### src/rtl/hps_pkg.sv
package hps_pkg;

   typedef enum logic [2:0] {
      ST_RUN      = 3'd0,
      ST_HALT     = 3'd1,
      ST_DN_RATIO = 3'd2,
      ST_DN_VID   = 3'd3,
      ST_XHALT    = 3'd4,
      ST_UP_VID   = 3'd5,
      ST_UP_RATIO = 3'd6,
      ST_STOP     = 3'd7
   } seq_st_t;

   localparam logic [2:0] IND_RUN   = 3'd0;
   localparam logic [2:0] IND_HALT  = 3'd1;
   localparam logic [2:0] IND_XHALT = 3'd2;
   localparam logic [2:0] IND_STOP  = 3'd3;
   localparam logic [2:0] IND_ENTER = 3'd4;
   localparam logic [2:0] IND_LEAVE = 3'd5;

   // external state code for each internal sequencer state
   function automatic logic [2:0] ind_of(seq_st_t s);
      logic [2:0] r;
      case (s)
         ST_RUN:                 r = IND_RUN;
         ST_HALT:                r = IND_HALT;
         ST_DN_RATIO, ST_DN_VID: r = IND_ENTER;
         ST_XHALT:               r = IND_XHALT;
         ST_UP_VID, ST_UP_RATIO: r = IND_LEAVE;
         default:                r = IND_STOP;
      endcase
      return r;
   endfunction

endpackage

### src/rtl/hps_halt_detect.sv
module hps_halt_detect #(
   parameter int NCORES = 2,
   parameter int STAGES = 2
) (
   input  logic              clk,
   input  logic              rst_n,
   input  logic [NCORES-1:0] halt_i,
   output logic              all_o
);

   logic [NCORES-1:0] flags;

   generate
      if (STAGES == 0) begin : g_direct
         assign flags = halt_i;
      end else begin : g_sync
         logic [STAGES-1:0][NCORES-1:0] sh;
         always_ff @(posedge clk) begin
            if (!rst_n) begin
               sh <= '0;
            end else begin
               sh[0] <= halt_i;
               for (int k = 1; k < STAGES; k++) begin
                  sh[k] <= sh[k-1];
               end
            end
         end
         assign flags = sh[STAGES-1];
      end
   endgenerate

   assign all_o = &flags;

endmodule

### src/rtl/hps_ack_timer.sv
module hps_ack_timer #(
   parameter int TMO = 1024
) (
   input  logic clk,
   input  logic rst_n,
   input  logic wait_i,
   input  logic ack_i,
   output logic expired_o
);

   localparam int CW = $clog2(TMO + 1);

   logic [CW-1:0] cnt;

   always_ff @(posedge clk) begin
      if (!rst_n) begin
         cnt       <= '0;
         expired_o <= 1'b0;
      end else if (wait_i && !ack_i) begin
         if (cnt == CW'(TMO - 1)) begin
            expired_o <= 1'b1;
         end else begin
            cnt <= cnt + 1'b1;
         end
      end else begin
         cnt <= '0;
      end
   end

   p_cnt_bound_r10 : assert property (@(posedge clk) disable iff (!rst_n)
      cnt <= CW'(TMO - 1));

   p_err_sticky_r10 : assert property (@(posedge clk) disable iff (!rst_n)
      expired_o |=> expired_o);

endmodule

### src/rtl/hps_level_hold.sv
module hps_level_hold #(
   parameter int W = 6
) (
   input  logic         clk,
   input  logic         rst_n,
   input  logic         cap_i,
   input  logic [W-1:0] d_i,
   output logic [W-1:0] q_o
);

   always_ff @(posedge clk) begin
      if (!rst_n) begin
         q_o <= '0;
      end else if (cap_i) begin
         q_o <= d_i;
      end
   end

endmodule

### src/rtl/halt_pwr_seq.sv
module halt_pwr_seq
   import hps_pkg::*;
#(
   parameter int NCORES           = 2,
   parameter int HALT_SYNC_STAGES = 2,
   parameter int RATIO_W          = 6,
   parameter int VID_W            = 7,
   parameter int LOW_RATIO        = 6,
   parameter int LOW_VID          = 20,
   parameter int ACK_TMO          = 1024
) (
   input  logic               clk,
   input  logic               rst_n,
   input  logic [NCORES-1:0]  core_halt,
   input  logic               xhalt_en,
   input  logic               wake_evt,
   input  logic               stop_clk_req,
   input  logic               snoop_req,
   output logic               snoop_ack,
   input  logic [RATIO_W-1:0] run_ratio,
   input  logic [VID_W-1:0]   run_vid,
   output logic [RATIO_W-1:0] ratio_req,
   output logic               ratio_busy,
   input  logic               ratio_ack,
   output logic [VID_W-1:0]   vid_req,
   output logic               vid_busy,
   input  logic               vid_ack,
   output logic [2:0]         pkg_state,
   output logic               seq_err
);

   localparam logic [RATIO_W-1:0] LOW_R = RATIO_W'(LOW_RATIO);
   localparam logic [VID_W-1:0]   LOW_V = VID_W'(LOW_VID);

   initial begin
      assert (NCORES >= 1) else $error("NCORES must be at least 1");
      assert (HALT_SYNC_STAGES >= 0 && HALT_SYNC_STAGES <= 3)
         else $error("HALT_SYNC_STAGES out of range 0..3");
      assert (LOW_RATIO >= 0 && LOW_RATIO < (1 << RATIO_W))
         else $error("LOW_RATIO does not fit RATIO_W");
      assert (LOW_VID >= 0 && LOW_VID < (1 << VID_W))
         else $error("LOW_VID does not fit VID_W");
      assert (ACK_TMO >= 2) else $error("ACK_TMO must be at least 2");
   end

   logic               all_h;
   logic               exit_c;
   logic               cap;
   logic [RATIO_W-1:0] saved_ratio;
   logic [VID_W-1:0]   saved_vid;
   seq_st_t            st, st_nx;
   seq_st_t            ret_st, ret_nx;

   hps_halt_detect #(.NCORES(NCORES), .STAGES(HALT_SYNC_STAGES)) u_detect (
      .clk    (clk),
      .rst_n  (rst_n),
      .halt_i (core_halt),
      .all_o  (all_h)
   );

   assign exit_c = wake_evt | ~all_h;
   assign cap    = (st == ST_RUN) && !stop_clk_req && all_h && xhalt_en;

   hps_level_hold #(.W(RATIO_W)) u_hold_ratio (
      .clk   (clk),
      .rst_n (rst_n),
      .cap_i (cap),
      .d_i   (run_ratio),
      .q_o   (saved_ratio)
   );

   hps_level_hold #(.W(VID_W)) u_hold_vid (
      .clk   (clk),
      .rst_n (rst_n),
      .cap_i (cap),
      .d_i   (run_vid),
      .q_o   (saved_vid)
   );

   always_comb begin
      st_nx  = st;
      ret_nx = ret_st;
      case (st)
         ST_RUN: begin
            if (stop_clk_req) begin
               st_nx  = ST_STOP;
               ret_nx = ST_RUN;
            end else if (all_h) begin
               st_nx = xhalt_en ? ST_DN_RATIO : ST_HALT;
            end
         end
         ST_HALT: begin
            if (stop_clk_req) begin
               st_nx  = ST_STOP;
               ret_nx = ST_HALT;
            end else if (exit_c) begin
               st_nx = ST_RUN;
            end
         end
         ST_DN_RATIO: if (ratio_ack) st_nx = ST_DN_VID;
         ST_DN_VID:   if (vid_ack)   st_nx = ST_XHALT;
         ST_XHALT: begin
            if (stop_clk_req) begin
               st_nx  = ST_STOP;
               ret_nx = ST_XHALT;
            end else if (exit_c) begin
               st_nx = ST_UP_VID;
            end
         end
         ST_UP_VID:   if (vid_ack)   st_nx = ST_UP_RATIO;
         ST_UP_RATIO: if (ratio_ack) st_nx = ST_RUN;
         default:     if (!stop_clk_req) st_nx = ret_st;
      endcase
   end

   always_ff @(posedge clk) begin
      if (!rst_n) begin
         st        <= ST_RUN;
         ret_st    <= ST_RUN;
         snoop_ack <= 1'b0;
      end else begin
         st        <= st_nx;
         ret_st    <= ret_nx;
         snoop_ack <= snoop_req;
      end
   end

   always_comb begin
      ratio_req = run_ratio;
      vid_req   = run_vid;
      case (st)
         ST_DN_RATIO: ratio_req = LOW_R;
         ST_DN_VID, ST_XHALT: begin
            ratio_req = LOW_R;
            vid_req   = LOW_V;
         end
         ST_UP_VID: begin
            ratio_req = LOW_R;
            vid_req   = saved_vid;
         end
         ST_UP_RATIO: begin
            ratio_req = saved_ratio;
            vid_req   = saved_vid;
         end
         ST_STOP: begin
            if (ret_st == ST_XHALT) begin
               ratio_req = LOW_R;
               vid_req   = LOW_V;
            end
         end
         default: ;
      endcase
   end

   assign ratio_busy = (st == ST_DN_RATIO) || (st == ST_UP_RATIO);
   assign vid_busy   = (st == ST_DN_VID)   || (st == ST_UP_VID);
   assign pkg_state  = ind_of(st);

   hps_ack_timer #(.TMO(ACK_TMO)) u_timer (
      .clk       (clk),
      .rst_n     (rst_n),
      .wait_i    (ratio_busy | vid_busy),
      .ack_i     ((ratio_busy & ratio_ack) | (vid_busy & vid_ack)),
      .expired_o (seq_err)
   );

   p_partial_r2 : assert property (@(posedge clk) disable iff (!rst_n)
      (pkg_state == IND_RUN && !all_h) |=>
         (pkg_state != IND_HALT && pkg_state != IND_ENTER));

   p_plain_r3 : assert property (@(posedge clk) disable iff (!rst_n)
      ($past(pkg_state) == IND_RUN && pkg_state == IND_HALT) |-> !$past(xhalt_en));

   p_dn_order_r4 : assert property (@(posedge clk) disable iff (!rst_n)
      ($rose(vid_busy) && pkg_state == IND_ENTER) |-> $past(ratio_busy));

   p_up_order_r5 : assert property (@(posedge clk) disable iff (!rst_n)
      ($rose(ratio_busy) && pkg_state == IND_LEAVE) |-> $past(vid_busy));

   p_stop_hold_r7 : assert property (@(posedge clk) disable iff (!rst_n)
      (pkg_state == IND_STOP && $past(pkg_state) == IND_XHALT) |->
         ($stable(ratio_req) && $stable(vid_req)));

   p_stop_ret_r7 : assert property (@(posedge clk) disable iff (!rst_n)
      (st == ST_STOP && ret_st != ST_RUN && !stop_clk_req) |=> pkg_state != IND_RUN);

   p_stop_run_r8 : assert property (@(posedge clk) disable iff (!rst_n)
      (st == ST_STOP && ret_st == ST_RUN && !stop_clk_req) |=> pkg_state == IND_RUN);

   p_snoop_r9 : assert property (@(posedge clk) disable iff (!rst_n)
      snoop_req |=> snoop_ack);

   p_one_busy_r11 : assert property (@(posedge clk) disable iff (!rst_n)
      !(ratio_busy && vid_busy));

endmodule

### config.mk
export PLATFORM = sky130hd
export DESIGN_NAME = halt_pwr_seq
export DESIGN_NICKNAME = d
export VERILOG_FILES = /design/src/rtl/hps_pkg.sv /design/src/rtl/hps_halt_detect.sv /design/src/rtl/hps_ack_timer.sv /design/src/rtl/hps_level_hold.sv /design/src/rtl/halt_pwr_seq.sv
export SDC_FILE = /design/constraint.sdc
export NUM_CORES = 1
export LEC_CHECK = 0
export ABC_AREA = 1
export BUFFER_PORTS_ARGS = -buffer_cell sky130_fd_sc_hd__buf_2
export CAP_MARGIN = 40
export CORE_MARGIN = 4
export CORE_UTILIZATION = 35
export CTS_CLUSTER_DIAMETER = 40
export CTS_CLUSTER_SIZE = 24
export DETAILED_ROUTE_END_ITERATION = 16
export PLACE_DENSITY = 0.64
export SLEW_MARGIN = 0
export SYNTH_ARGS = -nofsm -noshare
export SYNTH_HDL_FRONTEND = slang
export SYNTH_SLANG_ARGS = --single-unit
### constraint.sdc
create_clock -name clk -period 2.8 [get_ports clk]
set_input_delay 0.56 -clock clk [delete_from_list [all_inputs] [get_ports clk]]
set_output_delay 0.56 -clock clk [all_outputs]
set_load 0.02 [all_outputs]
# Yosys cells after proc, flatten, opt, wreduce, memory -nomap -nowiden
# Index checks and enable logic that the tools add are counted.
[op_classes] eq_ne=20 add_sub_neg=1 bitwise_logic=6 n_reduce_logical=19 mux=22
[ops] op="two-way mux 3 bit" count=14
[ops] op="one-hot mux 3 bit (7 select lines)" count=1
[ops] op="one-hot mux 7 bit (3 select lines)" count=1
[ops] op="one-hot mux 6 bit (3 select lines)" count=1
[ops] op="equality test 3 bit (second input constant)" count=5
[ops] op="one-hot mux 3 bit (5 select lines)" count=1
[ops] op="inequality test 2 bit (second input constant)" count=7
[ops] op="adder 11 x 1 -> 11 bit (second input constant)" count=1
[ops] op="equality test 11 x 10 -> 1 bit (second input constant)" count=1
[ops] op="inequality test 3 bit (second input constant)" count=3
[ops] op="one-hot mux 3 bit (3 select lines)" count=1
[ops] op="inequality test 8 x 1 -> 1 bit (second input constant)" count=1
[ops] op="AND reduction 8 bit" count=1
[ops] op="two-way mux 7 bit" count=1
[ops] op="equality test 3 x 2 -> 1 bit (second input constant)" count=2
[ops] op="two-way mux 6 bit" count=1
[ops] op="AND reduction 2 bit" count=3
[ops] op="OR reduction 2 bit" count=3
[ops] op="logical AND 1 bit" count=4
[ops] op="AND reduction 4 bit" count=1
[ops] op="OR reduction 4 bit" count=1
[ops] op="equality test 3 x 1 -> 1 bit (second input constant)" count=1
[ops] op="logical NOT 3 bit" count=1
[ops] op="OR 1 bit" count=3
[ops] op="other kinds (6)" count=9
[word_totals] word_cells=77 out_inout_bits=20 input_bits=23 regBits=36

# Depth between registers and ports, before layout
[logic_depth] depth_word=7 depth_mapped=10 ltp_nobuf=9

# Modules after synthesis
# Synthesis repeated with hierarchy kept, for this count alone.
[hier_totals] hier_cells=317 hier_area_um2=2122.0
[by_module_without_submodules] module="halt_pwr_seq" area_each_um2=849.6 seq_area_each_um2=120.1 cells_per_inst=144 instances=1
[by_module_without_submodules] module="hps_ack_timer" area_each_um2=615.6 seq_area_each_um2=240.2 cells_per_inst=79 instances=1
[by_module_without_submodules] module="hps_level_hold (u_hold_vid)" area_each_um2=282.8 seq_area_each_um2=140.1 cells_per_inst=43 instances=1
[by_module_without_submodules] module="hps_level_hold (u_hold_ratio)" area_each_um2=256.5 seq_area_each_um2=120.1 cells_per_inst=37 instances=1
[by_module_without_submodules] module="hps_halt_detect" area_each_um2=117.6 seq_area_each_um2=80.1 cells_per_inst=14 instances=1

# Worst setup path after synthesis
# OpenSTA, ideal clock, no wires.
[synth_path] path_type="reg-to-output" from="register st[1]" to="output pkg_state[2]" path_stages_with_launch=8 path_buffers=1 setup_slack_ns=1.006 arrival_ns=1.234 t_required_ns=2.240 cell_sequence="dfxtp_1 buf_6 inv_4 nor2_4 nand2_1 nand2_1 inv_1 o21ai_0"
[synth_between] elab_chain_cells=3 word_cells_on_any_way=10 classes_between="eq/ne (6); mux (1); reduce/logical (3)"
[synth_lines] item="start: declaration" line="halt_pwr_seq.sv:51" source="seq_st_t st, st_nx;"
[synth_lines] item="start signal: assignment" line="halt_pwr_seq.sv:122" source="st <= st_nx;"
[synth_lines] item="equality test 3 bit or equality test 3 x 2 -> 1 bit (tied branches)" line="hps_pkg.sv:24" source="case (s)"
[synth_lines] item="OR reduction 2 bit, on equally long branches"
[synth_lines] item="one-hot mux 3 bit (5 select lines) (*)" line="hps_pkg.sv:24"
[synth_lines] item="end: declaration" line="halt_pwr_seq.sv:28" source="output logic [2:0] pkg_state,"
# Every way passes the cells marked *; elsewhere a longest branch is shown, timed or not.

# Worst setup path after layout
[layout_path] from="register st[0]" to="output ratio_req[1]"
[layout_between] elab_chain_cells=3 word_cells_on_any_way=8 classes_between="eq/ne (6); mux (1); reduce/logical (1)"
[layout_lines] item="equality test 3 x 2 -> 1 bit or equality test 3 bit (tied branches)" line="halt_pwr_seq.sv:131" source="case (st)"
[layout_lines] item="OR reduction 4 bit (no line)"
[layout_lines] item="one-hot mux 6 bit (3 select lines) (*)" line="halt_pwr_seq.sv:131"
[layout_lines] item="end: declaration" line="halt_pwr_seq.sv:22" source="output logic [RATIO_W-1:0] ratio_req,"
# Marks and branches as above.

==> flow_summary.rst <==
.. list-table::
   :header-rows: 1

   * - Metric
     - Value
   * - Gate family responsible for the most delay along the worst path
     - flip-flops
   * - TritonCTS buffer count
     - 5
   * - Total iterations of the first detailed-routing run
     - 4
   * - Average routed wire per standard cell
     - 10.98 µm
   * - Multi-input gate area in the final layout
     - 930.9 µm²
   * - Count of distinct cell types in the synthesized netlist
     - 30
   * - Cell breakdown of the critical path
     - nand2_1 -> nor2_2 -> o21ai_2 -> nand2_2 -> inv_2 -> o22a_1 -> buf_2
   * - Worst hold endpoint
     - u_detect.flags[0]
   * - Starting density of the core
     - 0.3611
   * - HPWL after detailed placement
     - 3.150 mm
   * - Worst stage delay on the critical path
     - 0.68 ns
   * - Largest clock skew in the final design
     - 0.006704 ns
   * - Remaining routing DRC violations
     - 0
   * - Maximum number of pins on one net before global-route repair
     - 25
   * - Final min period
     - 2.473 ns
   * - Number of gates resized after cts
     - 0
   * - Gate count of the mapped netlist
     - 264
   * - Worst Hold Class
     - flop to flop
   * - Startpoint of the tightest hold check path
     - u_detect.g_sync.sh[0]
   * - Final hold violation count
     - 0
   * - Fraction of layout cells with a size suffix above 1
     - 0.2305
   * - Crit path buffers/inverters
     - 2
   * - Commonest cells in the synthesized netlist
     - nor2_1, nand2_1, dfxtp_1
   * - Via count of the first global-routing pass
     - 1584
   * - Slew at the pin closest to its max-slew limit
     - 0.5657 ns
   * - Cell Pwr Density
     - 843.7 nW/µm²
   * - Count of warnings emitted by yosys
     - 0
   * - Worst endpoint required time
     - 2.24 ns
   * - Critical Path Sink Type
     - output pin
   * - Relative area change from synthesis to final layout
     - 19.61%
   * - Worst Reg-to-Reg Cells
     - 8
   * - Aggregate global routing overflow
     - 0
   * - Main area contributors after synthesis
     - dfxtp_1, nor2_1, nand2_1
   * - Sequential standard cell area
     - 700.7 µm²
   * - Critical path type
     - flop to output pin
   * - Leakage
     - 1.053 nW
   * - Worst skew pair latency
     - 0.28 ns
   * - Fraction of the core area covered by cells at the end of the flow
     - 0.4319
   * - Max stage delay cell, worst path
     - dfxtp_1
   * - Overall die width
     - 80.59 µm
   * - Core region area
     - 5107 µm²
   * - Count leader, synth
     - nor2_1
   * - Number of nets at the end of the flow
     - 331
   * - Clock Tree Buf Depth
     - 2
   * - Detailed Route Iter0 Violations
     - 95
   * - FF-to-FF setup slack
     - 1.02 ns
   * - Routed vias
     - 1754
   * - Number of routed nets with antenna violations
     - 0
   * - Worst reg2reg path endpoint
     - u_timer.cnt[1]
   * - Placement Cell Area
     - 2088 µm²
   * - Crit path max fanout
     - 10
   * - Total power draw
     - 0.001861 W
   * - Setup TNS
     - 0 ns
   * - Synth Register Bits
     - 35
   * - Fmax achieved
     - 404.3 MHz
   * - Crit share post-route
     - 0.8833
   * - Data arrival time of the critical path
     - 1.91 ns
   * - Cell Rows
     - 26
   * - Max Slew Vio Count
     - 0
   * - Worst Hold Path Cells
     - 2
   * - Total die area
     - 6495 µm²
   * - Final Cell Area
     - 2206 µm²
   * - # clock sinks
     - 35
   * - Synth Cell Area
     - 1844 µm²
   * - Filler cell count in the final layout
     - 543
   * - Sequential cell area fraction in the yosys report
     - 0.3799
   * - Die Span Y
     - 80.59 µm
   * - Setup repair after global routing missed its margin
     - no
   * - Most used flip-flop cell after synthesis
     - dfxtp_1
   * - Count of flip-flops with a built-in enable after synthesis
     - 0
   * - Number of max-cap violations
     - 0
   * - Peak supply drop
     - 306.8 µV
   * - Post-synth top area cell
     - dfxtp_1
   * - Fraction of synthesized cell area taken by the top area cell type
     - 0.3799
   * - Number of buffer cells added on primary ports
     - 42
   * - Antenna diode instance count
     - 0
   * - Number of antenna violations at the first check in global routing
     - 0
   * - CTS H-tree depth
     - 2
   * - Global placer's final weighted congestion
     - 0.8350
   * - Syn_nets
     - 288
   * - Worst rel slew slack
     - 0.6224
   * - Mean number of vias per cell
     - 4.640
   * - Result of the run
     - completed
   * - R2r startpoint
     - st[0]
   * - First-pass GRT wire length
     - 6.879 mm
   * - GRT Util Overall
     - 0.1330
   * - Clock slew seen by the registers of the worst setup and hold paths
     - 0.07 ns
   * - Wire length reported by the detailed router
     - 4.152 mm
   * - CTS Root Buffer Type
     - clkbuf_8
   * - Hold buffer count at cts
     - 0
   * - Setup bufs post-CTS
     - 0
   * - Avg Inst Size Synth
     - 6.986 µm²
   * - Proportion of synthesized flip-flops having asynchronous set or reset
     - 0
   * - Top-level I/O count
     - 43
   * - Startpoint type of the worst setup path
     - flop
   * - Final setup violation count
     - 0
   * - Worst hold slack across all endpoints
     - 0.4151 ns
   * - CTS tree
     - built
## layer usage
metal	track usage	routed length, µm	part of all wire	up-vias
met4	0.03041	12	0.0029	0
li1	-	-	-	935
met2	0.2210	1846	0.44	50
met5	0	0	0	-
met3	0.03587	258	0.062	2
met1	0.1710	2035	0.49	767
## worst min-delay path, stage by stage, from the launching register on
cell,delay (ns)
dfxtp_1,0.31
nand2_1,0.05
inv_1,0.04
## cell usage in the layout (no fill, tap or decap)
cell type / instances
buf_2: 42
o21ai_2: 1
buf_4: 2
nor2_1: 50
nor2_2: 1
o21ai_0: 14
a21oi_1: 10
nand2_2: 5
inv_1: 31
nand4_1: 3
nand3_2: 2
o21bai_1: 2
xnor2_1: 1
bufinv_16: 1
nand3_1: 12
nor2_4: 1
inv_2: 4
nor3_1: 3
a22o_1: 9
ha_1: 1
a31oi_1: 4
nor3_2: 1
o21ai_1: 11
inv_4: 2
dfxtp_1: 35
nand4_4: 1
clkinv_2: 1
nor2_8: 1
o22a_1: 2
a211oi_1: 1
nand2_1: 48
clkbuf_8: 6
## worst max-delay path by stage
stage / start / cells past startpoint / end
finish: st[0] / 7 / ratio_req[1]
global route: st[0] / 6 / vid_req[1]
CTS: st[0] / 7 / ratio_req[1]
detailed placement: st[0] / 7 / ratio_req[1]
global placement: st[0] / 6 / vid_req[1]
floorplan: st[1] / 7 / pkg_state[2]
## state kept, by name (all words and copies together), names as in the netlist
name / flops
u_detect.flags: 2
u_hold_vid.q_o: 7
u_hold_ratio.q_o: 6
u_timer.expired_o: 1
st: 3
u_detect.g_sync.sh: 2
snoop_ack: 1
u_timer.cnt: 11
ret_st: 2
## cell type report
| class | instances | share of cell area |
|---|---|---|
| Tap cell | 70 | 0.03970 |
| Clock inverter | 2 | 0.01588 |
| Inverter | 37 | 0.06523 |
| Timing Repair Buffer | 44 | 0.1021 |
| Sequential cell | 35 | 0.3176 |
| Multi-Input combinational cell | 184 | 0.4220 |
| Clock buffer | 6 | 0.03744 |
## logic make-up (layout without fill, tap and decap cells)
logic type	after synthesis	in the layout	share of synthesized area
AOI/OAI and AO/OA	54	54	0.1778
xor gates and xnor gates	1	1	0.004750
buffers and inverters	45	89	0.1153
DFF	35	35	0.3799
and+or+nand+nor	128	128	0.3155
adders and majority gates	1	1	0.006783
## stage by stage
step,std cells,setup slack (ns)
after detailed placement,370,0.6327
after CTS,378,0.3178
after floorplan,264,1.006
final,378,0.3267
after global placement,370,0.7077
after global routing,378,0.1676
## power breakdown
part           internal (W)  switching [W]
combinational      0.000281       0.000510
clock              0.000288       0.000178
sequential         0.000530      0.0000745
total               0.00110       0.000762
(Power assumes the default switching activity.)
